## config.mk

```make
export PLATFORM = sky130hd
export DESIGN_NAME = dacfe_dual
export DESIGN_NICKNAME = d
export VERILOG_FILES = /design/src/rtl/dacfe_pkg.sv /design/src/rtl/dacfe_decode.sv /design/src/rtl/dacfe_latch.sv /design/src/rtl/dacfe_map.sv /design/src/rtl/dacfe_dual.sv
export SDC_FILE = /design/constraint.sdc
export NUM_CORES = 1
export LEC_CHECK = 0
export BUFFER_PORTS_ARGS = -buffer_cell sky130_fd_sc_hd__buf_2
export CAP_MARGIN = 5
export CORE_UTILIZATION = 24
export DETAILED_ROUTE_END_ITERATION = 7
export HOLD_SLACK_MARGIN = 0.1
export PLACE_DENSITY = 0.37
export RECOVER_POWER = 25
export SKIP_LAST_GASP = 1
export SLEW_MARGIN = 20
export SYNTH_ARGS = -nofsm -noshare
export SYNTH_HDL_FRONTEND = slang
export SYNTH_SLANG_ARGS = --single-unit
```

## constraint.sdc

```tcl
create_clock -name clk -period 6.5 [get_ports clk]
set_input_delay 0.975 -clock clk [delete_from_list [all_inputs] [get_ports clk]]
set_output_delay 0.975 -clock clk [all_outputs]
set_load 0.01 [all_outputs]
```

## src/rtl/dacfe_pkg.sv

```systemverilog
package dacfe_pkg;
  typedef enum logic {
    CONV_UNI = 1'b0,
    CONV_BIP = 1'b1
  } conv_e;

  localparam int unsigned NCH = 2;
endpackage

```

## src/rtl/dacfe_decode.sv

```systemverilog
module dacfe_decode #(
  parameter int unsigned ADDR_W    = 16,
  parameter int unsigned CODE_W    = 8,
  parameter logic [ADDR_W-1:0] BASE_ADDR = 16'h0040
) (
  input  logic              chan_sel,
  input  logic              cs_n,
  input  logic              wr_n,
  input  logic [CODE_W-1:0] din,
  input  logic              bus_we,
  input  logic [ADDR_W-1:0] bus_addr,
  input  logic [CODE_W-1:0] bus_wdata,
  output logic [1:0]        load,
  output logic [CODE_W-1:0] wdata
);
  localparam logic [ADDR_W-1:0] ADDR_B = BASE_ADDR + ADDR_W'(1);

  logic pin_write;
  assign pin_write = !cs_n && !wr_n;

  always_comb begin
    if (bus_we) begin
      load[0] = (bus_addr == BASE_ADDR);
      load[1] = (bus_addr == ADDR_B);
      wdata   = bus_wdata;
    end else begin
      load[0] = pin_write && !chan_sel;
      load[1] = pin_write && chan_sel;
      wdata   = din;
    end
  end
endmodule

```

## src/rtl/dacfe_latch.sv

```systemverilog
module dacfe_latch #(
  parameter int unsigned CODE_W = 8
) (
  input  logic              clk,
  input  logic              rst_n,
  input  logic              load,
  input  logic [CODE_W-1:0] wdata,
  output logic [CODE_W-1:0] code
);
  always_ff @(posedge clk or negedge rst_n) begin
    if (!rst_n) code <= '0;
    else if (load) code <= wdata;
  end


  follow_port_chk: assert property (@(posedge clk) disable iff (!rst_n)
    load |=> (code == $past(wdata)));


  hold_when_closed_chk: assert property (@(posedge clk) disable iff (!rst_n)
    !load |=> $stable(code));
endmodule

```

## src/rtl/dacfe_map.sv

```systemverilog
module dacfe_map
  import dacfe_pkg::*;
#(
  parameter int unsigned CODE_W = 8,
  parameter int unsigned VREF_W = 16,
  parameter int unsigned OUT_W  = VREF_W + CODE_W + 1
) (
  input  conv_e                    mode,
  input  logic signed [VREF_W-1:0] vref,
  input  logic [CODE_W-1:0]        code,
  output logic signed [OUT_W-1:0]  val
);
  localparam logic [CODE_W-1:0] MID_CODE = CODE_W'(1) << (CODE_W - 1);

  function automatic logic signed [OUT_W-1:0] uni_val(
    input logic signed [VREF_W-1:0] r,
    input logic [CODE_W-1:0] c
  );
    logic signed [OUT_W-1:0] rr;
    logic signed [OUT_W-1:0] cc;
    rr = OUT_W'(r);
    cc = $signed(OUT_W'(c));
    return -(rr * cc);
  endfunction

  function automatic logic signed [OUT_W-1:0] bip_val(
    input logic signed [VREF_W-1:0] r,
    input logic [CODE_W-1:0] c
  );
    logic signed [OUT_W-1:0] rr;
    logic signed [OUT_W-1:0] cc;
    rr = OUT_W'(r);
    cc = ($signed(OUT_W'(c)) <<< 1) - $signed(OUT_W'(1) << CODE_W);
    return rr * cc;
  endfunction

  always_comb begin
    if (mode == CONV_BIP) val = bip_val(vref, code);
    else                  val = uni_val(vref, code);
  end

  always_comb begin

    if (mode == CONV_BIP && code == MID_CODE)
      bip_mid_zero_chk: assert (val == '0);

    if (mode == CONV_UNI && code == '0)
      uni_zero_chk: assert (val == '0);
  end
endmodule

```

## src/rtl/dacfe_dual.sv

```systemverilog
module dacfe_dual
  import dacfe_pkg::*;
#(
  parameter int unsigned CODE_W = 8,
  parameter int unsigned VREF_W = 16,
  parameter int unsigned ADDR_W = 16,
  parameter logic [ADDR_W-1:0] BASE_ADDR = 16'h0040,
  parameter int unsigned OUT_W  = VREF_W + CODE_W + 1
) (
  input  logic                     clk,
  input  logic                     rst_n,
  input  logic                     chan_sel,
  input  logic                     cs_n,
  input  logic                     wr_n,
  input  logic [CODE_W-1:0]        din,
  input  logic                     bus_we,
  input  logic [ADDR_W-1:0]        bus_addr,
  input  logic [CODE_W-1:0]        bus_wdata,
  input  logic signed [VREF_W-1:0] vref,
  input  logic                     mode_a,
  input  logic                     mode_b,
  output logic [CODE_W-1:0]        code_a,
  output logic [CODE_W-1:0]        code_b,
  output logic signed [OUT_W-1:0]  val_a,
  output logic signed [OUT_W-1:0]  val_b
);
  logic [1:0]               load;
  logic [CODE_W-1:0]        wdata;
  logic [CODE_W-1:0]        code_v [NCH];
  logic signed [OUT_W-1:0]  val_v  [NCH];
  conv_e                    mode_v [NCH];

  assign mode_v[0] = conv_e'(mode_a);
  assign mode_v[1] = conv_e'(mode_b);

  dacfe_decode #(.ADDR_W(ADDR_W), .CODE_W(CODE_W), .BASE_ADDR(BASE_ADDR)) u_dec (
    .chan_sel(chan_sel), .cs_n(cs_n), .wr_n(wr_n), .din(din),
    .bus_we(bus_we), .bus_addr(bus_addr), .bus_wdata(bus_wdata),
    .load(load), .wdata(wdata)
  );

  for (genvar ch = 0; ch < NCH; ch++) begin : g_chan
    dacfe_latch #(.CODE_W(CODE_W)) u_lat (
      .clk(clk), .rst_n(rst_n), .load(load[ch]), .wdata(wdata), .code(code_v[ch])
    );
    dacfe_map #(.CODE_W(CODE_W), .VREF_W(VREF_W), .OUT_W(OUT_W)) u_map (
      .mode(mode_v[ch]), .vref(vref), .code(code_v[ch]), .val(val_v[ch])
    );
  end

  assign code_a = code_v[0];
  assign code_b = code_v[1];
  assign val_a  = val_v[0];
  assign val_b  = val_v[1];


  pin_write_a_chk: assert property (@(posedge clk) disable iff (!rst_n)
    (!bus_we && !cs_n && !wr_n && !chan_sel) |=> (code_a == $past(din)) && $stable(code_b));


  pin_write_b_chk: assert property (@(posedge clk) disable iff (!rst_n)
    (!bus_we && !cs_n && !wr_n && chan_sel) |=> (code_b == $past(din)) && $stable(code_a));


  strobe_idle_hold_chk: assert property (@(posedge clk) disable iff (!rst_n)
    (!bus_we && (cs_n || wr_n)) |=> $stable(code_a) && $stable(code_b));


  bus_write_a_chk: assert property (@(posedge clk) disable iff (!rst_n)
    (bus_we && bus_addr == BASE_ADDR) |=> (code_a == $past(bus_wdata)) && $stable(code_b));
endmodule

```

==> impl_metrics.toml <==
[sta]
finalSetupViolCount = 26
max_freq_mhz = 143
max_slew_headroom_at_the_worst_pin = 0.411
setup_total_negative_slack_ns = -9.47
final-hold-violation-count = 0
fin_crit_ns = 7.02
final_cycle_utilization_of_the_critical_path = 1.08
slew_viol_final = 0
final.setup_skew_ns = 0
setup_repair_after_global_routing_missed_its_margin = "true"
timing_worst_slew_pin_value_ns = 0.883
final_critical_path_setup_slack_ns = -0.516

[yosys]
yosysSeqAreaShare = 0.0196
yosys.cell_types.count = 66
post_synthesis_cells = 2351
synthSimpleGateAreaFrac = 0.120
postSynthAreaPerCell_um2 = 8.70
mappedNetlistArea_mm2 = 0.0204
synth-seq-cells = 16
async_flop_share = 1.00
synth_xor_xnor_area_share = 0.0420
synth_top_family_by_area = "adder cells"
yosys.area_share.adder = 0.585
synth_fp_nets = 3103
synth_enable_flop_cells = 0
synth_compound_area_frac = 0.0749
number_of_synthesis_warnings = 0
synth-main-ff-cell = "dfrtp_1"
synthMuxAreaShare = 0.0162

[global_route]
vias_in_the_first_global_route = 18662
antenna_found_initial = 3
grt_overflow = 0
grt_start_max_net_pins = 47
groute.usage.overall = 0.139
grt_pass1_wl_mm = 96.9

[flow_run]
cap_viol_max_count = 0

[setup_path]
critical_path.startpoint_type = "primary input"
cell_by_cell_listing_of_the_critical_path = "buf_12, and2_4, buf_6, fa_1, inv_1, fa_1, fa_2, fa_1, inv_1, fa_1, inv_2, ha_4, a2111oi_4, nand3_2, o211ai_1, buf_4, o211ai_1, buf_4, a41oi_2, xor2_1, mux2i_1, buf_2"
critical-path-slowest-cell = "fa_1"
timing.setup.critical_path_class = "primary input to output port"
worst_ep_required_time_ns = 5.52
critical_path.endpoint_type = "output port"
max_stage_delay_ns = 0.54
crit_top_cell = "fa_1"
arrival_time_of_data_at_the_critical_path_endpoint_ns = 6.04
crit_path_max_fanout = 7

[clock_network]
cts_tree = "yes"
clock_latency_ns = 0.24
post_cts_clock_slew_at_the_launch_and_capture_registers_of_the_worst_setup_and_hold_paths_ns = 0.05
cts_num_sinks = 16
ctsRootBufferMaster = "clkbuf_16"
cts_hold_buffers = 0
cts_htree_levels = 1
cts_made_buffers = 3
clockBufferDepth = 2

[die]
fp-row-count = 106
initial_utilization = 0.244
core-area_mm2 = 0.0840
die_width_um = 294
pin_count = 122
die_area_mm2 = 0.0864
dieHeight_um = 294

[drt]
remaining_number_of_nets_flagged_by_the_antenna_check_after_routing = 0
drt_iter0_markers = 465
routed_via_density = 4.10
postRouteWirelength_mm = 57.6
drc_errors = 0
detail_route.first_pass.iterations = 4
detailroute.via_count = 16407
detail_route.wl_per_cell_um = 14.4

[cells_and_area]
final_nets = 3617
insertedDiodeCount = 0
final_layout_size_suffix_gt1_frac = 0.275
top_register = "g_chan.u_lat.code"
top_registers = "g_chan.u_lat.code x16"
largest_register_ffs = 16
fin_util = 0.322
areaGrowthSynthToFinish_pct = 32.2

[status]
status = "finished with violations"
failing_checks = "setup timing"

[place]
routabilityCongestion = 0.793
dp_hpwl_mm = 51.5
placement.io_buffers = 121

[min_path]
hold_class = "register to register"
## kinds of logic after synthesis
kind of cell               count (synthesis)
buffers and inverters                    778
adders and majority gates                696
and+or+nand+nor                          504
AOI/OAI and AO/OA                        229
xor gates and xnor gates                  98
muxes                                     30
DFF                                       16
## path summary, 6_finish.rpt
kind / startpoint / slack [ns] / depth (start not counted) / to
max: vref[7] / -0.52 / 22 / val_b[23]
min: g_chan[0].u_lat.code[2] / 0.58 / 1 / g_chan[0].u_lat.code[2]
max reg2reg: g_chan[1].u_lat.code[1] / 5.32 / 3 / g_chan[1].u_lat.code[1]
min reg2reg: g_chan[0].u_lat.code[2] / 0.58 / 1 / g_chan[0].u_lat.code[2]
max in group asynchronous: rst_n / 5.13 / 1 / g_chan[0].u_lat.code[2]
min in group asynchronous: rst_n / 0.83 / 1 / g_chan[1].u_lat.code[0]
## cell usage in the layout, fill, tap and decap left out, types with 23 or more instances in the layout
master   count
buf_4      435
xnor2_1     55
ha_1       242
mux2_2      25
and2_1     103
nand2_1    194
fa_1       418
buf_6       26
inv_1      688
o21ai_1     23
buf_2      104
a21o_1      32
nor2_1      65
nor2b_1     32
a21oi_1     34
o21ai_0     32
xor2_1      40
## metrics by stage
stage | setup slack, ns | cells | hold slack (ns) | cell area (um^2)
global route | -0.744 | 3998 | 0.597 | 27000
CTS | -0.576 | 3989 | 0.579 | 26400
global placement | -0.878 | 3968 | 0.559 | 25700
finish | -0.516 | 3998 | 0.578 | 27000
detailed placement | -0.930 | 3968 | 0.565 | 25700
floorplan | -0.0473 | 2351 | 0.654 | 20700
## what timing repair did
item	in CTS	in global routing
pin swaps	64	100
cloned	1	1
resized for setup	125	132
setup endpoints to repair	32	31
setup buffers	16	10
## cell type report
type / count / area, um^2
clock buffer: 4 / 88.8
tap: 1134 / 1420
timing repair buffer: 584 / 4400
fill: 8990 / 56900
multi-input combinational: 1557 / 18100
inverter: 703 / 2640
sequential: 16 / 400
## cells in the mapped netlist, types with 3 or more instances
library cell / count / share of area
ha_1: 264 / 0.16
clkbuf_1: 71 / 0.013
xnor2_1: 58 / 0.025
nor2b_1: 32 / 0.0098
or3_1: 6 / 0.0018
mux2_2: 25 / 0.014
o21ai_0: 61 / 0.015
nand2_1: 205 / 0.038
o31a_1: 3 / 0.0013
buf_1: 3 / 0.00055
a21oi_1: 49 / 0.012
a21o_1: 32 / 0.012
nor3_1: 18 / 0.0044
o22ai_1: 4 / 0.0012
a21boi_0: 3 / 0.0011
xor2_1: 40 / 0.017
o211ai_1: 7 / 0.0026
nor4_1: 4 / 0.0012
o21bai_1: 7 / 0.0026
fa_1: 432 / 0.42
a31oi_1: 4 / 0.0012
inv_1: 703 / 0.13
nor2_1: 69 / 0.013
mux2i_1: 5 / 0.0024
and2_1: 123 / 0.038
o21a_1: 6 / 0.0022
and3_1: 5 / 0.0015
or2_2: 8 / 0.0024
a211oi_1: 10 / 0.0037
o31ai_1: 10 / 0.0037
dfrtp_1: 16 / 0.020
nand3_1: 16 / 0.0039
nand2b_1: 5 / 0.0015
## routing by layer
metal,part of all wire,routed length (um),GRT usage
met5,0.00023,13,0
met2,0.51,29500,0.253
met4,0.0014,78,0.00381
met1,0.46,26600,0.189
met3,0.025,1470,0.00710
## critical path: cells and delay by family
kind / cells / cell delay, ns
fa+ha+maj: 6 / 2.74
buf+inv: 8 / 0.90
compound gates: 4 / 0.81
simple gates: 2 / 0.30
xor+xnor: 1 / 0.18
mux: 1 / 0.11
Power is not shown: default switching activity piles up to over one toggle a cycle in this logic, so the estimate is an artifact.
